===== src/rtl/osc_health_pkg.sv =====
`timescale 1ns/1ps
package osc_health_pkg;
  localparam int BUS_W       = 32;
  localparam int REG_IDX_W   = 4;
  localparam int BUS_ADDR_W  = REG_IDX_W + 2;

  typedef enum logic [REG_IDX_W-1:0] {
    REG_OUT_LO  = 4'd0,
    REG_OUT_HI  = 4'd1,
    REG_STATUS  = 4'd2,
    REG_ACK     = 4'd3,
    REG_CTRL    = 4'd4,
    REG_LIMITS  = 4'd5,
    REG_OSC_EN  = 4'd6,
    REG_DETUNE  = 4'd7,
    REG_STOPPED = 4'd8,
    REG_SRST    = 4'd9
  } reg_idx_e;

  localparam int ST_READY_BIT   = 0;
  localparam int ST_OVF_BIT     = 1;
  localparam int CTRL_EN_BIT    = 10;
  localparam int CTRL_START_LSB = 16;
  localparam int LIM_ALARM_LSB  = 0;
  localparam int LIM_SHUT_LSB   = 16;
  localparam int SRST_BIT       = 0;
endpackage


===== src/rtl/osc_repeat_mon.sv =====
`timescale 1ns/1ps
module osc_repeat_mon #(
  parameter int NUM_OSC = 24,
  parameter int THR_W   = 8
) (
  input  logic               clk,
  input  logic               rst_n,
  input  logic               clr,
  input  logic               smp_valid,
  input  logic [NUM_OSC-1:0] osc_en,
  input  logic [NUM_OSC-1:0] osc_repeat,
  input  logic [THR_W-1:0]   alarm_thr,
  output logic [NUM_OSC-1:0] alarm
);
  localparam int CNT_W = THR_W + 1;

  logic [CNT_W-1:0] thr_ext;
  assign thr_ext = {1'b0, alarm_thr};

  for (genvar g = 0; g < NUM_OSC; g++) begin : g_osc
    logic [CNT_W-1:0] run_q;
    logic [CNT_W-1:0] run_d;
    logic [CNT_W-1:0] run_inc;
    logic             run_ce;
    logic             hit;

    always_comb begin
      run_inc = run_q + CNT_W'(1);
      hit     = smp_valid && osc_en[g] && osc_repeat[g] && (run_inc >= thr_ext);
      run_ce  = clr || !osc_en[g] || smp_valid;
      run_d   = run_q;
      if (clr || !osc_en[g]) begin
        run_d = '0;
      end else if (smp_valid) begin
        if (!osc_repeat[g] || hit) run_d = '0;
        else                       run_d = run_inc;
      end
    end

    always_ff @(posedge clk or negedge rst_n) begin
      if (!rst_n)      run_q <= '0;
      else if (run_ce) run_q <= run_d;
    end

    assign alarm[g] = hit && !clr;
  end
endmodule


===== src/rtl/osc_startup_gate.sv =====
`timescale 1ns/1ps
module osc_startup_gate #(
  parameter int W = 16
) (
  input  logic         clk,
  input  logic         rst_n,
  input  logic         clr,
  input  logic         enable,
  input  logic [W-1:0] cycles,
  output logic         started
);
  logic [W-1:0] cnt_q, cnt_d;
  logic         started_q, started_d;
  logic         ce;

  always_comb begin
    cnt_d     = cnt_q;
    started_d = started_q;
    ce        = 1'b0;
    if (clr || !enable) begin
      cnt_d     = '0;
      started_d = 1'b0;
      ce        = 1'b1;
    end else if (!started_q) begin
      ce = 1'b1;
      if (cnt_q == cycles) started_d = 1'b1;
      else                 cnt_d     = cnt_q + W'(1);
    end
  end

  always_ff @(posedge clk or negedge rst_n) begin
    if (!rst_n) begin
      cnt_q     <= '0;
      started_q <= 1'b0;
    end else if (ce) begin
      cnt_q     <= cnt_d;
      started_q <= started_d;
    end
  end

  assign started = started_q;
endmodule


===== src/rtl/osc_entropy_acc.sv =====
`timescale 1ns/1ps
module osc_entropy_acc #(
  parameter int NUM_OSC = 24,
  parameter int OUT_W   = 64
) (
  input  logic               clk,
  input  logic               rst_n,
  input  logic               clr,
  input  logic               smp_valid,
  input  logic               collect,
  input  logic               blocked,
  input  logic               ack,
  input  logic [NUM_OSC-1:0] osc_raw,
  input  logic [NUM_OSC-1:0] detune,
  input  logic [NUM_OSC-1:0] osc_en,
  output logic               ready,
  output logic [OUT_W-1:0]   value
);
  localparam int CNT_W = $clog2(OUT_W + 1);

  logic [OUT_W-1:0] win_q, win_d, val_q, val_d;
  logic [CNT_W-1:0] bits_q, bits_d, bits_base;
  logic             rdy_q, rdy_d;
  logic             new_bit, take, load;

  always_comb begin
    new_bit   = ^((osc_raw ^ detune) & osc_en);
    take      = smp_valid && collect;
    load      = !rdy_q && !blocked && (bits_q == CNT_W'(OUT_W));
    bits_base = load ? '0 : bits_q;
    win_d     = win_q;
    bits_d    = bits_base;
    if (clr || !collect) begin
      win_d  = '0;
      bits_d = '0;
    end else if (take) begin
      win_d = {win_q[OUT_W-2:0], new_bit};
      if (bits_base != CNT_W'(OUT_W)) bits_d = bits_base + CNT_W'(1);
    end
    rdy_d = clr ? 1'b0 : ((rdy_q && !ack) || load);
    val_d = clr ? '0 : (load ? win_q : val_q);
  end

  always_ff @(posedge clk or negedge rst_n) begin
    if (!rst_n) begin
      win_q  <= '0;
      bits_q <= '0;
      rdy_q  <= 1'b0;
      val_q  <= '0;
    end else begin
      win_q  <= win_d;
      bits_q <= bits_d;
      rdy_q  <= rdy_d;
      if (clr || load) val_q <= val_d;
    end
  end

  assign ready = rdy_q;
  assign value = val_q;
endmodule


===== src/rtl/osc_health_sup.sv =====
`timescale 1ns/1ps
module osc_health_sup
  import osc_health_pkg::*;
#(
  parameter int NUM_OSC     = 24,
  parameter int ALARM_W     = 8,
  parameter int SHUT_W      = 5,
  parameter int START_W     = 16,
  parameter int SRST_CYCLES = 4
) (
  input  logic                  clk,
  input  logic                  rst_n,
  input  logic                  bus_we,
  input  logic [BUS_ADDR_W-1:0] bus_addr,
  input  logic [BUS_W-1:0]      bus_wdata,
  output logic [BUS_W-1:0]      bus_rdata,
  input  logic                  smp_valid,
  input  logic [NUM_OSC-1:0]    osc_repeat,
  input  logic [NUM_OSC-1:0]    osc_raw
);
  localparam int OUT_W    = 2 * BUS_W;
  localparam int PC_W     = $clog2(NUM_OSC + 1);
  localparam int CMP_W    = ((PC_W > SHUT_W) ? PC_W : SHUT_W) + 1;
  localparam int SRST_CW  = $clog2(SRST_CYCLES + 1);

  reg_idx_e reg_sel;
  logic     wr_ok;
  logic     wr_ctrl, wr_lim, wr_en, wr_det, wr_stop, wr_ack, wr_srst;

  logic                 ctrl_en_q, ctrl_en_d;
  logic [START_W-1:0]   start_cyc_q, start_cyc_d;
  logic [ALARM_W-1:0]   alarm_thr_q, alarm_thr_d;
  logic [SHUT_W-1:0]    shut_thr_q, shut_thr_d;
  logic [NUM_OSC-1:0]   osc_en_q, osc_en_d;
  logic [NUM_OSC-1:0]   detune_q, detune_d;
  logic [NUM_OSC-1:0]   stopped_q, stopped_d;
  logic                 ovf_q, ovf_d;
  logic                 srst_busy_q, srst_busy_d;
  logic [SRST_CW-1:0]   srst_cnt_q, srst_cnt_d;

  logic                 clr;
  logic [NUM_OSC-1:0]   alarm;
  logic                 started_w;
  logic                 ready_w;
  logic [OUT_W-1:0]     out_value;
  logic [PC_W-1:0]      stop_cnt;
  logic                 over;

  assign clr = srst_busy_q;

  // Write decode: word-aligned accesses only, ignored during soft reset
  always_comb begin
    reg_sel = reg_idx_e'(bus_addr[BUS_ADDR_W-1:2]);
    wr_ok   = bus_we && (bus_addr[1:0] == 2'b00) && !srst_busy_q;
    wr_ctrl = wr_ok && (reg_sel == REG_CTRL);
    wr_lim  = wr_ok && (reg_sel == REG_LIMITS);
    wr_en   = wr_ok && (reg_sel == REG_OSC_EN);
    wr_det  = wr_ok && (reg_sel == REG_DETUNE);
    wr_stop = wr_ok && (reg_sel == REG_STOPPED);
    wr_ack  = wr_ok && (reg_sel == REG_ACK);
    wr_srst = wr_ok && (reg_sel == REG_SRST) && bus_wdata[SRST_BIT];
  end

  osc_repeat_mon #(
    .NUM_OSC (NUM_OSC),
    .THR_W   (ALARM_W)
  ) u_repeat (
    .clk        (clk),
    .rst_n      (rst_n),
    .clr        (clr),
    .smp_valid  (smp_valid),
    .osc_en     (osc_en_q),
    .osc_repeat (osc_repeat),
    .alarm_thr  (alarm_thr_q),
    .alarm      (alarm)
  );

  osc_startup_gate #(
    .W (START_W)
  ) u_start (
    .clk     (clk),
    .rst_n   (rst_n),
    .clr     (clr),
    .enable  (ctrl_en_q),
    .cycles  (start_cyc_q),
    .started (started_w)
  );

  osc_entropy_acc #(
    .NUM_OSC (NUM_OSC),
    .OUT_W   (OUT_W)
  ) u_acc (
    .clk       (clk),
    .rst_n     (rst_n),
    .clr       (clr),
    .smp_valid (smp_valid),
    .collect   (started_w),
    .blocked   (ovf_q),
    .ack       (wr_ack && bus_wdata[ST_READY_BIT]),
    .osc_raw   (osc_raw),
    .detune    (detune_q),
    .osc_en    (osc_en_q),
    .ready     (ready_w),
    .value     (out_value)
  );

  // Stopped-oscillator population count
  always_comb begin
    stop_cnt = '0;
    for (int i = 0; i < NUM_OSC; i++) begin
      stop_cnt = stop_cnt + PC_W'(stopped_q[i]);
    end
    over = CMP_W'(stop_cnt) > CMP_W'(shut_thr_q);
  end

  // Next-state logic for the register file
  always_comb begin
    ctrl_en_d   = ctrl_en_q;
    start_cyc_d = start_cyc_q;
    alarm_thr_d = alarm_thr_q;
    shut_thr_d  = shut_thr_q;
    detune_d    = detune_q;
    if (wr_ctrl) begin
      ctrl_en_d   = bus_wdata[CTRL_EN_BIT];
      start_cyc_d = bus_wdata[CTRL_START_LSB +: START_W];
    end
    if (wr_lim) begin
      alarm_thr_d = bus_wdata[LIM_ALARM_LSB +: ALARM_W];
      shut_thr_d  = bus_wdata[LIM_SHUT_LSB +: SHUT_W];
    end
    if (wr_det) detune_d = bus_wdata[NUM_OSC-1:0];

    osc_en_d  = (wr_en ? bus_wdata[NUM_OSC-1:0] : osc_en_q) & ~alarm;
    stopped_d = (wr_stop ? (stopped_q & bus_wdata[NUM_OSC-1:0]) : stopped_q) | alarm;
    ovf_d     = (ovf_q && !(wr_ack && bus_wdata[ST_OVF_BIT])) || over;

    if (clr) begin
      ctrl_en_d   = 1'b0;
      start_cyc_d = '0;
      alarm_thr_d = '0;
      shut_thr_d  = '0;
      detune_d    = '0;
      osc_en_d    = '0;
      stopped_d   = '0;
      ovf_d       = 1'b0;
    end
  end

  // Soft-reset sequencer
  always_comb begin
    srst_busy_d = srst_busy_q;
    srst_cnt_d  = srst_cnt_q;
    if (wr_srst) begin
      srst_busy_d = 1'b1;
      srst_cnt_d  = '0;
    end else if (srst_busy_q) begin
      if (srst_cnt_q == SRST_CW'(SRST_CYCLES - 1)) srst_busy_d = 1'b0;
      else                                          srst_cnt_d  = srst_cnt_q + SRST_CW'(1);
    end
  end

  always_ff @(posedge clk or negedge rst_n) begin
    if (!rst_n) begin
      ctrl_en_q   <= 1'b0;
      start_cyc_q <= '0;
      alarm_thr_q <= '0;
      shut_thr_q  <= '0;
      osc_en_q    <= '0;
      detune_q    <= '0;
      stopped_q   <= '0;
      ovf_q       <= 1'b0;
      srst_busy_q <= 1'b0;
      srst_cnt_q  <= '0;
    end else begin
      ctrl_en_q   <= ctrl_en_d;
      start_cyc_q <= start_cyc_d;
      alarm_thr_q <= alarm_thr_d;
      shut_thr_q  <= shut_thr_d;
      osc_en_q    <= osc_en_d;
      detune_q    <= detune_d;
      stopped_q   <= stopped_d;
      ovf_q       <= ovf_d;
      srst_busy_q <= srst_busy_d;
      srst_cnt_q  <= srst_cnt_d;
    end
  end

  // Read mux
  always_comb begin
    bus_rdata = '0;
    unique case (reg_sel)
      REG_OUT_LO:  bus_rdata = out_value[BUS_W-1:0];
      REG_OUT_HI:  bus_rdata = out_value[OUT_W-1:BUS_W];
      REG_STATUS: begin
        bus_rdata[ST_READY_BIT] = ready_w;
        bus_rdata[ST_OVF_BIT]   = ovf_q;
      end
      REG_CTRL: begin
        bus_rdata[CTRL_EN_BIT]                   = ctrl_en_q;
        bus_rdata[CTRL_START_LSB +: START_W]     = start_cyc_q;
      end
      REG_LIMITS: begin
        bus_rdata[LIM_ALARM_LSB +: ALARM_W]      = alarm_thr_q;
        bus_rdata[LIM_SHUT_LSB +: SHUT_W]        = shut_thr_q;
      end
      REG_OSC_EN:  bus_rdata = BUS_W'(osc_en_q);
      REG_DETUNE:  bus_rdata = BUS_W'(detune_q);
      REG_STOPPED: bus_rdata = BUS_W'(stopped_q);
      REG_SRST:    bus_rdata[SRST_BIT] = srst_busy_q;
      default:     bus_rdata = '0;
    endcase
  end
endmodule


===== config.mk =====
export PLATFORM = sky130hd
export DESIGN_NAME = osc_health_sup
export DESIGN_NICKNAME = d
export VERILOG_FILES = /design/src/rtl/osc_health_pkg.sv /design/src/rtl/osc_repeat_mon.sv /design/src/rtl/osc_startup_gate.sv /design/src/rtl/osc_entropy_acc.sv /design/src/rtl/osc_health_sup.sv
export SDC_FILE = /design/constraint.sdc
export NUM_CORES = 1
export LEC_CHECK = 0
export BUFFER_PORTS_ARGS = -buffer_cell sky130_fd_sc_hd__buf_2
export CAP_MARGIN = 20
export CORE_UTILIZATION = 40
export DETAILED_ROUTE_END_ITERATION = 10
export GPL_TIMING_DRIVEN = 0
export PLACE_DENSITY = 0.64
export SKIP_CTS_REPAIR_TIMING = 1
export SYNTH_ARGS = -nofsm -noshare
export SYNTH_HDL_FRONTEND = slang
export SYNTH_SLANG_ARGS = --single-unit

===== constraint.sdc =====
create_clock -name clk -period 8.1 [get_ports clk]
set_clock_uncertainty 0.2 [all_clocks]
set_input_delay 0 -clock clk [delete_from_list [all_inputs] [get_ports clk]]
set_output_delay 0 -clock clk [all_outputs]
set_load 0.005 [all_outputs]

==> metrics <==
GRT overflow=0; most frequent cells in the layout=475 x dfrtp_1, 459 x nand2_1, 232 x ha_1; CP Class=flip-flop to flip-flop; violated checks=negative hold slack; Area after DPL=between 30,000 and 40,000 µm²; adder-cell share of the synthesized area=between 10 and 15%; Initial Util=between 40% and 50%; Hold WS=-0.02054 ns; clk_lat worst skew=about 0.64 ns; Row Count=97; CTS Buffer Depth=3; IO Port Bufs=between 100 and 150; Synth Flop Type=dfrtp_1; area share of xor/xnor cells in the synthesized design=under 10%; Compound-Gate Fraction of Synth Area=between 10% and 20%; crit share post-route=about 65%; vias in the first global route=around 22,000; largest family of logic cells by synthesized area=simple AND/OR/NAND/NOR gates; Finish-stage setup viols=0; Critical Path RT=approximately 8.4 ns; CP arrival=between 5 and 6 ns; Starting DRT DRC Count=around 2,300; outcome=complete, but fails checks; die height=approximately 270 µm; pre-CTS setup slack=slightly below 3 ns; Worst-path clk slew=0.07 ns; post-synth top area share=41.97%; overall global routing resource usage=about a quarter; CTS Root Cell=clkbuf_16; Max VDD drop=approximately 0.66 mV; first-pass GRT wire length=135.1 mm; power per cell area=between 200 and 300 nW/µm²; Die X=268.4 µm; Mapped Avg Cell Area=about 9.5 µm²; sequential area share after synthesis=41.97%; I/O Pins=about 120; syn nets=around 3,300; crit path max fanout=3; vias per std cell=5.672; CTS tree=yes; crit path launch type=flip-flop; Die Area=72,020 µm²; Final GP Congestion=0.9959; CP endpoint kind=flip-flop; Worst Hold Class=primary input to flip-flop; Distinct cells, synth=65; WL final=89.32 mm; fmax=around 0.19 GHz; core area=approximately 70,000 µm²; mux cell area share after synthesis=less than 1%; RSZ-0062 raised after global routing=false; synthesized area=around 28,000 µm²; WL/cell=21.02 µm; antenna violations before repair=6; fin. max-slew vios=0; Slew headroom=21.01%; flops & latches, synth=476; Final Instance Area=between 30,000 and 40,000 µm²; Slew @ Worst Pin=1.185 ns; max-cap check violation count=0; ys async rst share=100.0%; top cells by area, synth=dfrtp_1 42%, ha_1 10%, nand2_1 6.1%, a22o_1 4.2%, a21oi_1 3.2%; DRC=0; min Tclk post-route=5.301 ns; fraction of the mapped netlist area in simple logic gates=roughly a fifth; Synth area leader=dfrtp_1; Mapped Cells=about 3,000; commonest non-fill, non-tap cell in the layout=dfrtp_1; Fin. Hold Viols=2; ANT nets after route=0; Area growth, synth to finish=16.25%; setup ws final=roughly 2.8 ns; Pre-antenna DRT Iters=8; HPWL after DPL=~64 mm; total CTS buffers=54; vias=between 20,000 and 25,000; share of cells above drive strength 1=8.835%; clock sinks=476; number of flops mapped to enable cells by yosys=0; largest net degree at the start of global routing=approximately 110; H-tree Lvls=2; fin nets=3,600; Syn. warnings=0; Lkg Pwr=16.16 nW
==> registers in the layout (all words and copies together) (netlist names), 3 cells and up <==
register and count:
shut_thr_q 5, osc_en_q 24, stopped_q 24, u_acc.win_q 64
u_repeat.g_osc.run_q 216, srst_cnt_q 3, u_acc.value 64, alarm_thr_q 8
start_cyc_q 16, u_acc.bits_q 7, detune_q 24, u_start.cnt_q 16
==> cell usage after synthesis (11+ instances only) <==
cell and instances:
dfrtp_1 476, nand2_1 459, ha_1 232, a21oi_1 179, nand3_1 161, nor2_1 137
a22o_1 136, o21ai_0 128, xnor2_1 102, xor2_1 102, clkbuf_1 96, and3_1 82
inv_1 69, a21o_1 65, a22oi_1 57, nand2b_1 57, nor2b_1 48, and2_1 43
nor3_1 42, o21a_1 37, a32o_1 34, nand4_1 29, or2_2 27, nand3b_1 19
a211oi_1 18, mux2i_1 18, fa_1 17, buf_2 14, or3_1 14, buf_1 12
a222oi_1 11
==> path summary, 6_finish.rpt <==
kind                                          endpoint  slack, ns  cells after the start                   startpoint
setup / recovery                                 ovf_q       2.80                     17                 stopped_q[0]
hold / removal                             u_acc.ready      -0.02                      6                  bus_addr[4]
setup reg to reg                                 ovf_q       2.80                     17                 stopped_q[0]
hold reg to reg            u_repeat.g_osc[23].run_q[8]       0.31                      1  u_repeat.g_osc[23].run_q[8]
max in group asynchronous   u_repeat.g_osc[4].run_q[1]       6.35                      5                        rst_n
min in group asynchronous  u_repeat.g_osc[12].run_q[5]       0.31                      4                        rst_n
==> per-stage QoR <==
step                      hold slack, ns  instances  util [%]  power, mW  setup TNS, ns
after floorplan                  -0.4956       3000         -      4.946              0
after global placement         -0.005081       4058     42.98      5.822       -1524.13
after detailed placement         -0.1899       4069     43.33      5.879              0
after CTS                        -0.8475       4169     45.91      8.417              0
after global routing             0.01426       4247     47.02      9.047              0
final                           -0.02054       4250     47.03      8.438              0
==> metal layers <==
metal	share of wire [%]	GRT usage [%]
met1	44	35.13
met2	42	36.68
met3	8.9	5.040
met4	4.3	10.30
met5	0.045	0
==> area by class of cell <==
class	count	area (µm²)
fill	6760	37160
multi-input combinational	2332	15730
sequential	476	11910
timing repair buffer	205	1617
clock buffer	83	1600
tap	940	1176
buffer	123	480.5
inverter	69	259.0
clock inverter	17	206.4
antenna	5	12.51
==> worst max-delay path, cell delays in order (launching register included) <==
cell and delay [ns]:
dfrtp_1 0.44, inv_1 0.12, fa_1 0.57, fa_1 0.44
fa_1 0.55, fa_1 0.44, fa_1 0.49, inv_1 0.04
ha_1 0.20, fa_1 0.46, ha_1 0.30, nor2b_1 0.13
o21ai_0 0.14, nand2b_1 0.09, a21oi_1 0.14, nor2b_1 0.06
o22ai_1 0.24, a21oi_1 0.11
==> logic make-up (layout without fill, tap and decap cells) <==
family,after synthesis,count (layout)
and+or+nand+nor,1140,1140
AOI/OAI and AO/OA,713,713
DFF,476,476
adders and majority gates,249,249
xor gates and xnor gates,204,204
buffers and inverters,192,497
muxes,26,26
other,0,5
==> power by group <==
group	switching [mW]	internal [mW]	leakage, nW	total [mW]
clock	1.05	1.46	0.891	2.51
combinational	1.83	1.36	8.69	3.19
sequential	0.224	2.51	6.58	2.74
Note: power is estimated with default switching activity, not from simulation.
